$ cat config.mk
export PLATFORM = sky130hd
export DESIGN_NAME = sdf_mem_stage
export DESIGN_NICKNAME = d
export VERILOG_FILES = /design/src/rtl/sdf_pkg.sv /design/src/rtl/sdf_ring_ctrl.sv /design/src/rtl/sdf_bank.sv /design/src/rtl/sdf_pe.sv /design/src/rtl/sdf_mem_stage.sv
export SDC_FILE = /design/constraint.sdc
export NUM_CORES = 2
export LEC_CHECK = 0
export ABC_CLOCK_PERIOD_IN_PS = 13800
export BUFFER_PORTS_ARGS = -buffer_cell sky130_fd_sc_hd__buf_4
export CORE_MARGIN = 2
export CORE_UTILIZATION = 35
export DETAILED_ROUTE_END_ITERATION = 8
export HOLD_SLACK_MARGIN = 0.05
export PLACE_DENSITY_LB_ADDON = 0.3
export SLEW_MARGIN = 20
export SYNTH_ARGS = -nofsm -noshare
export SYNTH_HDL_FRONTEND = slang
export SYNTH_SLANG_ARGS = --single-unit
$ cat constraint.sdc
create_clock -name clk -period 13.8 [get_ports clk]
set_input_delay 2.76 -clock clk [delete_from_list [all_inputs] [get_ports clk]]
set_output_delay 2.76 -clock clk [all_outputs]
set_load 0.1 [all_outputs]
$ cat src/rtl/sdf_pkg.sv
// Shared definitions for the delay-feedback FFT stage.
// Assumes constant real math is available during elaboration.
package sdf_pkg;

    typedef enum logic {
        PH_FILL = 1'b0,
        PH_BFLY = 1'b1
    } sdf_phase_e;

    localparam real TWO_PI = 6.283185307179586;

    // Fixed-point twiddle component, rounded half away from zero.
    function automatic int tw_fixed(input int k, input int n, input int frac, input bit imag_part);
        real ang;
        real v;
        real s;
        ang = TWO_PI * real'(k) / real'(n);
        v   = imag_part ? -$sin(ang) : $cos(ang);
        s   = v * (2.0 ** frac);
        return (s < 0.0) ? $rtoi(s - 0.5) : $rtoi(s + 0.5);
    endfunction

endpackage

$ cat src/rtl/sdf_ring_ctrl.sv
// One-hot position ring plus phase flag for the delay-feedback stage.
// Advances once per accepted sample. The phase flips when the ring wraps.
// Assumes DEPTH >= 2.
module sdf_ring_ctrl #(
    parameter int DEPTH = 8
) (
    input  logic                clk,
    input  logic                rst_n,
    input  logic                adv,
    output logic [DEPTH-1:0]    ring,
    output sdf_pkg::sdf_phase_e phase
);
    import sdf_pkg::*;

    // Rotate the ring on each accepted sample; toggle the phase on wrap.
    always_ff @(posedge clk) begin
        if (!rst_n) begin
            ring  <= DEPTH'(1);
            phase <= PH_FILL;
        end else if (adv) begin
            ring <= {ring[DEPTH-2:0], ring[DEPTH-1]};
            if (ring[DEPTH-1]) begin
                phase <= (phase == PH_FILL) ? PH_BFLY : PH_FILL;
            end
        end
    end

    // exactly one word position is selected at any time.
    assert_ring_onehot_R7: assert property (@(posedge clk) disable iff (!rst_n)
        $countones(ring) == 1);

    // idle cycles leave the position unchanged.
    assert_ring_hold_R1: assert property (@(posedge clk) disable iff (!rst_n)
        !adv |=> $stable(ring));

    // the phase changes only when the ring wraps.
    assert_phase_wrap_R2: assert property (@(posedge clk) disable iff (!rst_n)
        !(adv && ring[DEPTH-1]) |=> $stable(phase));

endmodule

$ cat src/rtl/sdf_bank.sv
// Single-port storage bank with a one-hot word select.
// A selected word is read combinationally and rewritten at the clock edge,
// so each access reads the old value before the write lands.
// Assumes sel carries at most one set bit; all-zero sel means the bank is idle.
module sdf_bank #(
    parameter int WORDS = 4,
    parameter int WIDTH = 26
) (
    input  logic             clk,
    input  logic             rst_n,
    input  logic [WORDS-1:0] sel,
    input  logic             wr_en,
    input  logic [WIDTH-1:0] wdata,
    output logic [WIDTH-1:0] rdata
);
    logic [WIDTH-1:0] word_q [WORDS];

    for (genvar w = 0; w < WORDS; w++) begin : g_word
        // Each word is written only when its select line is set.
        always_ff @(posedge clk) begin
            if (!rst_n) begin
                word_q[w] <= '0;
            end else if (wr_en && sel[w]) begin
                word_q[w] <= wdata;
            end
        end
    end

    // AND-OR read mux driven by the one-hot select.
    always_comb begin
        rdata = '0;
        for (int i = 0; i < WORDS; i++) begin
            if (sel[i]) begin
                rdata = rdata | word_q[i];
            end
        end
    end

    // the word select of a single-port bank is one-hot or idle.
    assert_bank_sel_R7: assert property (@(posedge clk) disable iff (!rst_n)
        $countones(sel) <= 1);

endmodule

$ cat src/rtl/sdf_pe.sv
// Radix-2 butterfly plus twiddle rotation for one delay-feedback stage.
// Fill phase: the stored word passes out unrotated and the input is written back.
// Butterfly phase: the difference is rotated by W^p and the sum is written back.
// The twiddle table is built at elaboration and indexed by the one-hot ring.
module sdf_pe #(
    parameter int DEPTH  = 8,
    parameter int DATA_W = 12,
    parameter int TW_W   = 16
) (
    input  sdf_pkg::sdf_phase_e phase,
    input  logic [DEPTH-1:0]    ring,
    input  logic signed [DATA_W-1:0] x_re,
    input  logic signed [DATA_W-1:0] x_im,
    input  logic signed [DATA_W:0]   st_re,
    input  logic signed [DATA_W:0]   st_im,
    output logic signed [DATA_W:0]   wb_re,
    output logic signed [DATA_W:0]   wb_im,
    output logic signed [DATA_W+1:0] y_re,
    output logic signed [DATA_W+1:0] y_im
);
    import sdf_pkg::*;

    localparam int MW   = DATA_W + 1;
    localparam int OW   = DATA_W + 2;
    localparam int FRAC = TW_W - 2;
    localparam int PW   = MW + TW_W;

    logic [TW_W-1:0] tab_re [DEPTH];
    logic [TW_W-1:0] tab_im [DEPTH];

    for (genvar k = 0; k < DEPTH; k++) begin : g_tw
        localparam int CRE = tw_fixed(k, 2 * DEPTH, FRAC, 1'b0);
        localparam int CIM = tw_fixed(k, 2 * DEPTH, FRAC, 1'b1);
        assign tab_re[k] = TW_W'(CRE);
        assign tab_im[k] = TW_W'(CIM);
    end

    logic signed [TW_W-1:0] w_re;
    logic signed [TW_W-1:0] w_im;

    // Twiddle lookup by the one-hot ring (AND-OR, no decoder).
    always_comb begin
        w_re = '0;
        w_im = '0;
        for (int k = 0; k < DEPTH; k++) begin
            if (ring[k]) begin
                w_re = w_re | tab_re[k];
                w_im = w_im | tab_im[k];
            end
        end
    end

    logic signed [MW-1:0] xe_re, xe_im, sum_re, sum_im, dif_re, dif_im;
    assign xe_re  = {x_re[DATA_W-1], x_re};
    assign xe_im  = {x_im[DATA_W-1], x_im};
    assign sum_re = st_re + xe_re;
    assign sum_im = st_im + xe_im;
    assign dif_re = st_re - xe_re;
    assign dif_im = st_im - xe_im;

    logic signed [PW-1:0] p_rr, p_ii, p_ri, p_ir;
    assign p_rr = dif_re * w_re;
    assign p_ii = dif_im * w_im;
    assign p_ri = dif_re * w_im;
    assign p_ir = dif_im * w_re;

    logic signed [PW:0] rot_re, rot_im;
    assign rot_re = {p_rr[PW-1], p_rr} - {p_ii[PW-1], p_ii};
    assign rot_im = {p_ri[PW-1], p_ri} + {p_ir[PW-1], p_ir};

    logic unused_pe;
    assign unused_pe = ^{rot_re[FRAC-1:0], rot_re[PW:FRAC+OW],
                         rot_im[FRAC-1:0], rot_im[PW:FRAC+OW]};

    // Select the output and write-back word for the current phase.
    always_comb begin
        if (phase == PH_FILL) begin
            wb_re = xe_re;
            wb_im = xe_im;
            y_re  = {st_re[MW-1], st_re};
            y_im  = {st_im[MW-1], st_im};
        end else begin
            wb_re = sum_re;
            wb_im = sum_im;
            y_re  = rot_re[FRAC +: OW];
            y_im  = rot_im[FRAC +: OW];
        end
    end

endmodule

$ cat src/rtl/sdf_mem_stage.sv
// One radix-2 delay-feedback FFT stage with DEPTH words of feedback storage,
// held in two single-port banks (even and odd positions) and addressed by a
// one-hot ring. One register sits in front of the processing element and one
// after it. Latency is two cycles from an accepted sample to its result.
// Assumes DEPTH is even and at least 2.
module sdf_mem_stage #(
    parameter int DEPTH  = 8,
    parameter int DATA_W = 12,
    parameter int TW_W   = 16
) (
    input  logic                     clk,
    input  logic                     rst_n,
    input  logic                     in_valid,
    input  logic signed [DATA_W-1:0] in_re,
    input  logic signed [DATA_W-1:0] in_im,
    output logic                     out_valid,
    output logic signed [DATA_W+1:0] out_re,
    output logic signed [DATA_W+1:0] out_im
);
    import sdf_pkg::*;

    localparam int HALF = DEPTH / 2;
    localparam int MW   = DATA_W + 1;
    localparam int OW   = DATA_W + 2;
    localparam int BW   = 2 * MW;

    logic                     vld_q;
    logic signed [DATA_W-1:0] xq_re, xq_im;

    // Input register in front of the processing element.
    always_ff @(posedge clk) begin
        if (!rst_n) begin
            vld_q <= 1'b0;
            xq_re <= '0;
            xq_im <= '0;
        end else begin
            vld_q <= in_valid;
            if (in_valid) begin
                xq_re <= in_re;
                xq_im <= in_im;
            end
        end
    end

    logic [DEPTH-1:0] ring;
    sdf_phase_e       phase;

    sdf_ring_ctrl #(.DEPTH(DEPTH)) u_ctrl (
        .clk   (clk),
        .rst_n (rst_n),
        .adv   (vld_q),
        .ring  (ring),
        .phase (phase)
    );

    logic [HALF-1:0] bsel [2];
    logic [BW-1:0]   brd  [2];
    logic [BW-1:0]   wdata;
    logic signed [MW-1:0] wb_re, wb_im;

    assign wdata = {wb_re, wb_im};

    for (genvar b = 0; b < 2; b++) begin : g_bank
        for (genvar i = 0; i < HALF; i++) begin : g_sel
            assign bsel[b][i] = ring[2 * i + b] & vld_q;
        end
        sdf_bank #(.WORDS(HALF), .WIDTH(BW)) u_bank (
            .clk   (clk),
            .rst_n (rst_n),
            .sel   (bsel[b]),
            .wr_en (vld_q),
            .wdata (wdata),
            .rdata (brd[b])
        );
    end

    logic [BW-1:0] st_word;
    assign st_word = brd[0] | brd[1];

    logic signed [OW-1:0] y_re, y_im;

    sdf_pe #(.DEPTH(DEPTH), .DATA_W(DATA_W), .TW_W(TW_W)) u_pe (
        .phase (phase),
        .ring  (ring),
        .x_re  (xq_re),
        .x_im  (xq_im),
        .st_re (st_word[BW-1:MW]),
        .st_im (st_word[MW-1:0]),
        .wb_re (wb_re),
        .wb_im (wb_im),
        .y_re  (y_re),
        .y_im  (y_im)
    );

    // Output register after the processing element.
    always_ff @(posedge clk) begin
        if (!rst_n) begin
            out_valid <= 1'b0;
            out_re    <= '0;
            out_im    <= '0;
        end else begin
            out_valid <= vld_q;
            if (vld_q) begin
                out_re <= y_re;
                out_im <= y_im;
            end
        end
    end

    // the two single-port banks are never accessed in the same cycle.
    assert_single_bank_R7: assert property (@(posedge clk) disable iff (!rst_n)
        !((|bsel[0]) && (|bsel[1])));

    // an accepted sample yields a result on the next register stage.
    assert_valid_pipe_R1: assert property (@(posedge clk) disable iff (!rst_n)
        vld_q |=> out_valid);

    // without a sample in flight the outputs stay quiet and hold.
    assert_output_hold_R1: assert property (@(posedge clk) disable iff (!rst_n)
        !vld_q |=> (!out_valid && $stable(out_re) && $stable(out_im)));

endmodule

==> results.sh <==
export IMPL_gr_total_overflow=0
export IMPL_area_growth_pct=7.82
export IMPL_r2r_start="vld_q$_SDFF_PN0_"
export IMPL_clk_latency_ns=0.54
export IMPL_io_buffers=55
export IMPL_totalWireLength_um=126000
export IMPL_async_flop_share_pct=0
export IMPL_hp_start="out_im[9]$_SDFFE_PN0P_"
export IMPL_cts_max_level=1
export IMPL_avgViaCountPerCell=4.98
export IMPL_die_height_um=344
export IMPL_criticalPathCategory="flip-flop to flip-flop"
export IMPL_synth_ff_type="edfxtp_1"
export IMPL_reg2reg_depth=40
export IMPL_cpMaxStageDelayCell="and2_1"
export IMPL_initial_core_util_pct=35.4
export IMPL_clkTransAtPathRegs_ns=0.07
export IMPL_antenna_found_initial=3
export IMPL_setup_viol=0
export IMPL_multi_input_area_mm2=0.0285
export IMPL_synth_cells=4090
export IMPL_worstPathMaxFanout=35
export IMPL_grt_start_max_net_pins=53
export IMPL_rrSetupSlack_ns=1.73
export IMPL_regArea_mm2=0.00751
export IMPL_syn_nets=5252
export IMPL_wl_per_cell_um=22.4
export IMPL_slew_headroom_pct=25.6
export IMPL_hold_buffers=0
export IMPL_cts_tree="done"
export IMPL_fill_cells=11500
export IMPL_drive_above_1_share_pct=5.17
export IMPL_dieArea_mm2=0.118
export IMPL_hp_class="flip-flop to flip-flop"
export IMPL_synth_edf_count=208
export IMPL_max_clock_path_buffers=3
export IMPL_detailed_place_hpwl_um=104000
export IMPL_yosysUniqueCellTypes=72
export IMPL_crit_top_cell="fa_1"
export IMPL_seq_area_frac_synth_pct=18.5
export IMPL_cts_buffers=25
export IMPL_period_share_pct=87.5
export IMPL_via_count=28000
export IMPL_rows=124
export IMPL_post_cts_buffers=0
export IMPL_layout_commonest_cell="inv_1"
export IMPL_r2r_end="out_im[13]$_SDFFE_PN0P_"
export IMPL_clock_sinks=271
export IMPL_max_cap_violations=0
export IMPL_placed_cell_area_mm2=0.0429
export IMPL_core_mm2=0.115
export IMPL_slew_violations=0
export IMPL_max_stage_delay_ns=0.84
export IMPL_period_minus_slack_ns=12.07
export IMPL_die_w_um=344
export IMPL_netlist_area_mm2=0.0405
export IMPL_synth_avg_cell_area_um2=9.90
export IMPL_cts_resized=0
export IMPL_drt_initial_drc_count=2339
export IMPL_start_kind="flip-flop"
export IMPL_clock_fmax_ghz=0.0828
export IMPL_layout_common_cells="inv_1 (1055), fa_1 (831), nor2_1 (483)"
export IMPL_hold_path_depth=2
export IMPL_hold_viol_final=0
export IMPL_setup_tns_ns=0
export IMPL_place_gp_congestion=0.950
export IMPL_grt_pass1_wl_um=192000
export IMPL_ios=56
export IMPL_grt_util_all_layers_pct=22.0
export IMPL_first_pass_iters=6
export IMPL_ys_ff_latch=271
export IMPL_hold_end="out_im[9]$_SDFFE_PN0P_"
export IMPL_timing_critical_path_arrival_ns=12.53
export IMPL_grt_pass1_vias=29700
export IMPL_drc=0
export IMPL_cp_required_ns=14.26
export IMPL_detail_route_antenna_nets=0
export IMPL_tightest_slew_ns=1.11
export IMPL_cts_root_buf="clkbuf_16"
export IMPL_status="complete, no violations"
export IMPL_num_nets_final=5263
export IMPL_finClkSkew_ns=0.0193
export IMPL_end_kind="flip-flop"
export IMPL_rsz0062_at_grt="false"
export IMPL_fin_area_mm2=0.0437
export IMPL_yosysWarnings=0
==> layer usage <==
metal / up-vias / wire length (um) / track usage [%]
met5: - / 0 / 0
met1: 14400 / 53000 / 30.4
met4: 0 / 3970 / 5.96
met3: 158 / 8770 / 2.97
met2: 1026 / 60200 / 36.4
li1: 12400 / - / -
==> worst max path at each step <==
| stage | slack (ns) | startpoint | to |
|---|---|---|---|
| floorplan | 3.97 | vld_q$_SDFF_PN0_ | out_im[13]$_SDFFE_PN0P_ |
| global route | 1.03 | vld_q$_SDFF_PN0_ | out_im[13]$_SDFFE_PN0P_ |
| finish | 1.73 | vld_q$_SDFF_PN0_ | out_im[13]$_SDFFE_PN0P_ |
| global placement | 2.08 | vld_q$_SDFF_PN0_ | out_im[13]$_SDFFE_PN0P_ |
| detailed placement | 1.87 | vld_q$_SDFF_PN0_ | out_im[13]$_SDFFE_PN0P_ |
| CTS | 1.82 | vld_q$_SDFF_PN0_ | out_im[13]$_SDFFE_PN0P_ |
==> through the flow <==
stage | cells | hold slack, ns | util [%] | worst slack (ns)
2_1_floorplan | 4090 | 0.490 | - | 3.97
3_3_place_gp | 5586 | 0.487 | 37.5 | 2.08
3_5_place_dp | 5586 | 0.488 | 37.5 | 1.87
4_1_cts | 5630 | 0.496 | 38.1 | 1.82
5_1_grt | 5630 | 0.529 | 38.1 | 1.03
6_report | 5632 | 0.497 | 38.1 | 1.73
==> kinds of logic after synthesis <==
kind of cell               share of synthesized area (%)
AOI/OAI and AO/OA                                   6.48
adders and majority gates                           50.5
xor gates and xnor gates                            2.59
buffers and inverters                               11.2
muxes                                              0.991
and+or+nand+nor                                     9.71
DFF                                                 18.5
==> cell usage after synthesis (8+ instances only) <==
| library cell | count | area [um^2] |
|---|---|---|
| inv_1 | 1055 | 3960 |
| fa_1 | 831 | 16600 |
| nor2_1 | 486 | 1820 |
| ha_1 | 304 | 3800 |
| nand2_1 | 245 | 920 |
| edfxtp_1 | 208 | 6250 |
| clkbuf_1 | 137 | 514 |
| a21oi_1 | 112 | 561 |
| a22oi_1 | 84 | 631 |
| xnor2_1 | 83 | 727 |
| dfxtp_1 | 63 | 1260 |
| o21ai_0 | 59 | 295 |
| nand2b_1 | 44 | 275 |
| mux2i_1 | 39 | 390 |
| xor2_1 | 33 | 289 |
| and2_1 | 28 | 175 |
| nand3_1 | 26 | 130 |
| or3_1 | 23 | 144 |
| a21o_1 | 21 | 158 |
| nor3_1 | 20 | 100 |
| nand4_1 | 14 | 87.6 |
| a221oi_1 | 12 | 105 |
| a22o_1 | 12 | 105 |
| a31oi_1 | 12 | 75.1 |
| o21bai_1 | 12 | 90.1 |
| nor2b_1 | 10 | 62.6 |
| o21a_1 | 10 | 75.1 |
| or2_2 | 10 | 62.6 |
| a211oi_1 | 8 | 60.1 |
==> state kept, by name (all words and copies together), names as in the netlist <==
name and cells:
xq_im 12, u_ctrl.ring 8, vld_q 1, g_bank.u_bank.word_q 208, out_valid 1, xq_re 12
out_re 14, out_im 14, u_ctrl.phase 1
==> critical path, delay by kind of cell (launching register included) <==
| family | cells | cell delay (ns) |
|---|---|---|
| DFF | 1 | 0.66 |
| xor gates and xnor gates | 3 | 1.12 |
| AOI/OAI and AO/OA | 12 | 2.54 |
| adders and majority gates | 9 | 4.02 |
| and+or+nand+nor | 9 | 2.41 |
| buffers and inverters | 7 | 1.20 |
==> layout make-up <==
| class | instances | share of cell area (%) |
|---|---|---|
| sequential | 271 | 17.2 |
| clock buffer | 26 | 1.44 |
| clock inverter | 18 | 0.301 |
| inverter | 1059 | 9.10 |
| tap | 1512 | 4.33 |
| multi-input combinational | 2609 | 65.3 |
| antenna | 2 | 0.0115 |
| timing repair buffer | 135 | 2.32 |
Power is not shown: default switching activity piles up to over one toggle a cycle in this logic, so the estimate is an artifact.
